**src/rtl/scan_test_seq.sv**
```systemverilog
module scan_test_seq #(
  parameter int CHAIN_LEN = 8,
  parameter int PI_W      = 4,
  parameter int PO_W      = 4,
  parameter int VCNT_W    = 4
) (
  input  logic              clk,
  input  logic              rst_n,
  input  logic              start,
  input  logic [VCNT_W-1:0] vec_total,
  output logic              busy,
  output logic              done,
  output logic              chain_fail,
  output logic [VCNT_W-1:0] vec_idx,
  input  logic [CHAIN_LEN-1:0] vec_state,
  input  logic [PI_W-1:0]   vec_pi,
  output logic              scan_en,
  output logic              scan_si,
  input  logic              scan_so,
  output logic [PI_W-1:0]   pi_out,
  input  logic [PO_W-1:0]   po_in,
  output logic              po_valid,
  output logic [PO_W-1:0]   po_data,
  output logic              so_valid,
  output logic              so_bit
);
  localparam int CW = $clog2(CHAIN_LEN + 5);
  localparam logic [CW-1:0] LEN_C   = CW'(CHAIN_LEN);
  localparam logic [CW-1:0] LAST_FL = CW'(CHAIN_LEN + 3);
  localparam logic [CW-1:0] LAST_SH = CW'(CHAIN_LEN - 1);

  typedef enum logic [1:0] {S_IDLE, S_FLUSH, S_SHIFT, S_CAPT} st_t;

  st_t                  st;
  logic [CW-1:0]        cnt;
  logic [CHAIN_LEN-1:0] sreg;
  logic [PI_W-1:0]      pi_r;
  logic [VCNT_W-1:0]    load_idx, n_r;
  logic                 fail_acc, have_cap, loaded;

  logic [CW-1:0] lag;
  logic          mism, more;

  assign lag  = cnt - LEN_C;
  assign mism = (st == S_FLUSH) && (cnt >= LEN_C) && (scan_so != lag[1]);
  assign more = load_idx < n_r;

  assign busy    = (st != S_IDLE);
  assign scan_en = (st == S_FLUSH) || (st == S_SHIFT);
  assign scan_si = (st == S_FLUSH) ? cnt[1] : (st == S_SHIFT) ? sreg[CHAIN_LEN-1] : 1'b0;
  assign pi_out  = pi_r;
  assign vec_idx = load_idx;

  always_ff @(posedge clk or negedge rst_n) begin
    if (!rst_n) begin
      st         <= S_IDLE;
      cnt        <= '0;
      sreg       <= '0;
      pi_r       <= '0;
      load_idx   <= '0;
      n_r        <= '0;
      fail_acc   <= 1'b0;
      have_cap   <= 1'b0;
      loaded     <= 1'b0;
      done       <= 1'b0;
      chain_fail <= 1'b0;
      po_valid   <= 1'b0;
      po_data    <= '0;
      so_valid   <= 1'b0;
      so_bit     <= 1'b0;
    end else begin
      po_valid <= 1'b0;
      so_valid <= 1'b0;
      case (st)
        S_IDLE: if (start) begin
          st         <= S_FLUSH;
          cnt        <= '0;
          done       <= 1'b0;
          chain_fail <= 1'b0;
          fail_acc   <= 1'b0;
          n_r        <= vec_total;
          load_idx   <= '0;
        end
        S_FLUSH: begin
          if (cnt == LAST_FL) begin
            if (fail_acc || mism) begin
              chain_fail <= 1'b1;
              done       <= 1'b1;
              st         <= S_IDLE;
            end else begin
              st       <= S_SHIFT;
              cnt      <= '0;
              have_cap <= 1'b0;
              loaded   <= more;
              sreg     <= more ? vec_state : '0;
              pi_r     <= more ? vec_pi : '0;
            end
          end else begin
            cnt      <= cnt + 1'b1;
            fail_acc <= fail_acc | mism;
          end
        end
        S_SHIFT: begin
          if (have_cap) begin
            so_valid <= 1'b1;
            so_bit   <= scan_so;
          end
          sreg <= sreg << 1;
          if (cnt == LAST_SH) begin
            if (loaded) begin
              st       <= S_CAPT;
              load_idx <= load_idx + 1'b1;
            end else begin
              st   <= S_IDLE;
              done <= 1'b1;
            end
          end else begin
            cnt <= cnt + 1'b1;
          end
        end
        default: begin
          po_valid <= 1'b1;
          po_data  <= po_in;
          st       <= S_SHIFT;
          cnt      <= '0;
          have_cap <= 1'b1;
          loaded   <= more;
          sreg     <= more ? vec_state : '0;
          pi_r     <= more ? vec_pi : '0;
        end
      endcase
    end
  end

  AST_IDLE_SE_LOW: assert property (@(posedge clk) disable iff (!rst_n)
    !busy |-> !scan_en);
  AST_CAPT_SINGLE: assert property (@(posedge clk) disable iff (!rst_n)
    (busy && !scan_en) |=> scan_en);
  AST_PO_AFTER_CAPT: assert property (@(posedge clk) disable iff (!rst_n)
    (busy && !scan_en) |=> po_valid);
  AST_PO_ONLY_AFTER_CAPT: assert property (@(posedge clk) disable iff (!rst_n)
    $rose(po_valid) |-> $past(busy && !scan_en));
  AST_FAIL_NO_CAPT: assert property (@(posedge clk) disable iff (!rst_n)
    chain_fail |-> !po_valid && !so_valid);
  AST_DONE_IDLE: assert property (@(posedge clk) disable iff (!rst_n)
    done |-> !busy);
  AST_PI_HELD: assert property (@(posedge clk) disable iff (!rst_n)
    (busy && !scan_en) |-> $stable(pi_out));
endmodule

```
**config.mk**
```make
export PLATFORM = sky130hd
export DESIGN_NAME = scan_test_seq
export DESIGN_NICKNAME = d
export VERILOG_FILES = /design/src/rtl/scan_test_seq.sv
export SDC_FILE = /design/constraint.sdc
export NUM_CORES = 1
export LEC_CHECK = 0
export ABC_AREA = 1
export BUFFER_PORTS_ARGS = -buffer_cell sky130_fd_sc_hd__buf_2
export CORE_MARGIN = 2
export CORE_UTILIZATION = 49
export CTS_BUF_LIST = sky130_fd_sc_hd__clkbuf_16
export DETAILED_ROUTE_END_ITERATION = 16
export HOLD_SLACK_MARGIN = 0.08
export PLACE_DENSITY = 0.76
export SLEW_MARGIN = 20
export SYNTH_ARGS = -nofsm -noshare
export SYNTH_HDL_FRONTEND = slang
export SYNTH_SLANG_ARGS = --single-unit
```
**constraint.sdc**
```tcl
create_clock -name clk -period 1.4 [get_ports clk]
set_input_delay 0.21 -clock clk [delete_from_list [all_inputs] [get_ports clk]]
set_output_delay 0.21 -clock clk [all_outputs]
set_load 0.02 [all_outputs]
```
==> flow_summary.ini <==
[timing]
setup_violations = 29
min_period_ns = 1.57
relSlewSlack = 0.747
rsz0062_at_grt = true
hold_viol = 0
max_freq_mhz = 637
setup_ws_ns = -0.170
finClkSkew_ns = 0.00412
slew_viol_final = 0
tightest_slew_ns = 0.379
finalCritPeriodShare = 1.12
whs_ns = 0.127

[cts]
insertion_delay_ns = 0.28
path_clk_slew_ns = 0.06
htreeDepth = 2
cts_tree = built
cts_buffer_depth = 2
root_buffer = clkbuf_16
cts_made_buffers = 5
cts.sinks = 38

[synth]
netlist.area_leader.share = 0.447
synth-warning-count = 0
ys_ff_latch = 38
synth_area_um2 = 2130
synth.distinct_cells = 27
yosys.area.top_type = dfrtp_1
syn_inst = 271
synthTopCellsByArea = dfrtp_1 45%, nand2_1 19%, ha_1 5.9%, inv_1 4.9%, nand3_1 4.5%
ys_seq_area_frac = 0.447
syn_nets = 305
avgSynthCellArea_um2 = 7.84

[job]
cap_violations = 0

[global_routing]
grt_overflow = 0
top_usage_layer = met2
antenna_found_initial = 0
use_met2 = 0.372
grt_pass1_vias = 1831
grt_max_degree = 24
grtUsageTotal = 0.218
grt_pass1_wl_um = 8380
met3_usage = 0.0519
globalRouteMet1Util = 0.272

[setup_path]
worstPathRequired_ns = 1.57
arrival_ns = 1.74
crit_fanout = 5
start_kind = flop
crit_path_top_delay_cell = dfrtp_2
critical_path_buf_inv_count = 3
endpoint_kind = flop
slowest_delay_ns = 0.45
critPathTopFamily = flip-flops
worstSetupPathType = reg2reg
path_cells = inv_4 -> ha_4 -> nand2_2 -> inv_2 -> nand3_4 -> nand2_8 -> a21oi_4 -> buf_4 -> nand3_1 -> nand2_1

[cells_and_area]
syn2layout_area_growth_pct = 52.3
drive_gt1_frac = 0.419
final_cell_mix = 98 x nand2_1, 40 x buf_2, 36 x dfrtp_1, 36 x buf_4, 20 x inv_1
final_area_um2 = 3240
antenna_cells = 0
final_common_cell = nand2_1
nets = 396

[place]
io_buffer_count = 43
gp_congestion = 0.794
place_area_um2 = 2680
hpwlAfterDp_um = 3470

[route]
vias = 2049
wirelength_um = 5430
dr.pass1.iters = 4
antenna_left = 0
via_per_inst = 4.96
wire_per_inst_um = 13.1
drc = 0
first_iter_violations = 115

[die]
start_util = 0.520
die_w_um = 69.9
num_rows = 23
coreArea_um2 = 4090
io_pins = 44
die_h_um = 69.9
die_area_um2 = 4880

[power_and_ir_drop]
power_density_nw_per_um2 = 2490
p_total_mw = 8.08
p_leak_nw = 1.74
ir_worst_vdd_uv = 1640

[status]
violations = setup timing
outcome = finished, violations left

[hold_path]
min_path_type = in2reg
[worst min-delay path, cell delays in order]
cell and delay (ns):
buf_2 0.07, nand2_1 0.04, nand2_1 0.05
[final timing paths]
| path | start | endpoint | slack, ns | cells after the start |
|---|---|---|---|---|
| setup reg to reg | st[1]$_DFFE_PN0P_ | loaded$_DFFE_PN0P_ | -0.17 | 10 |
| hold reg to reg | done$_DFFE_PN0P_ | done$_DFFE_PN0P_ | 0.47 | 2 |
| max in group asynchronous | rst_n | st[1]$_DFFE_PN0P_ | 0.57 | 3 |
| setup / recovery | st[1]$_DFFE_PN0P_ | loaded$_DFFE_PN0P_ | -0.17 | 10 |
| hold / removal | po_in[2] | po_data[2]$_DFFE_PN0P_ | 0.13 | 3 |
| min in group asynchronous | rst_n | po_data[0]$_DFFE_PN0P_ | 0.38 | 2 |
[state kept, by name, summed over array words and instances, names as in the netlist]
signal / cells
vec_idx: 4
have_cap: 1
po_data: 4
pi_out: 4
fail_acc: 1
chain_fail: 1
loaded: 1
done: 1
so_valid: 1
so_bit: 1
sreg: 8
cnt: 4
n_r: 4
po_valid: 1
st: 2
[timing repair]
item | CTS | global route
hold buffers | 1 | 0
setup endpoints to repair | 29 | 29
pin swaps | 9 | 11
setup buffers | 5 | 7
resized for setup | 44 | 26
cloned | 1 | 0
endpoints found under the hold margin | 15 | 0
[synth_stat cells (all sizes together)]
cell type,instances
o21a,1
o22ai,1
nand2,115
or2,1
dfrtp,38
ha,10
xor2,3
nand3b,7
nand4,3
mux2,1
nor2,17
nand3,21
o21ai,12
buf,4
a21oi,5
inv,32
[routing by layer]
layer	wire (um)	vias up
met3	255	11
met1	2280	942
met5	0	-
met4	92	0
li1	-	1036
met2	2800	60
[per-stage QoR]
stage / worst slack (ns) / utilization / TNS [ns] / cells
CTS: -0.137 / 0.750 / -2.04 / 406
detailed placement: -0.111 / 0.656 / -1.59 / 391
global placement: -0.0615 / 0.656 / -0.678 / 391
global route: -0.212 / 0.792 / -4.67 / 413
floorplan: -0.0632 / - / -0.863 / 271
finish: -0.170 / 0.792 / -2.99 / 413
[kinds of logic after synthesis]
group                    Yosys count  share of synthesized area
multiplexers                       1                    0.00530
adder cells (fa/ha/maj)           10                     0.0589
AND/OR/NAND/NOR                  164                      0.346
flip-flops                        38                      0.447
AO/OA/AOI/OAI                     19                     0.0553
XOR/XNOR                           3                     0.0124
buffers and inverters             36                     0.0747
[where the power goes]
group | leakage (nW) | switching (mW) | internal [mW] | total, mW
clock network | 0.0915 | 0.430 | 1.01 | 1.44
logic | 1.17 | 2.68 | 2.11 | 4.79
registers | 0.473 | 0.263 | 1.58 | 1.84
total | 1.74 | 3.37 | 4.71 | 8.08
[final cells by class]
class | count | area (um^2)
clock buffers | 5 | 125
clock inverters | 3 | 63.8
fillers | 260 | 848
inverters | 32 | 143
multi-input cells | 198 | 1270
flip-flops and latches | 38 | 953
well taps | 50 | 62.6
repair buffers | 87 | 618
No activity file was read; power rests on OpenSTA's default activity.
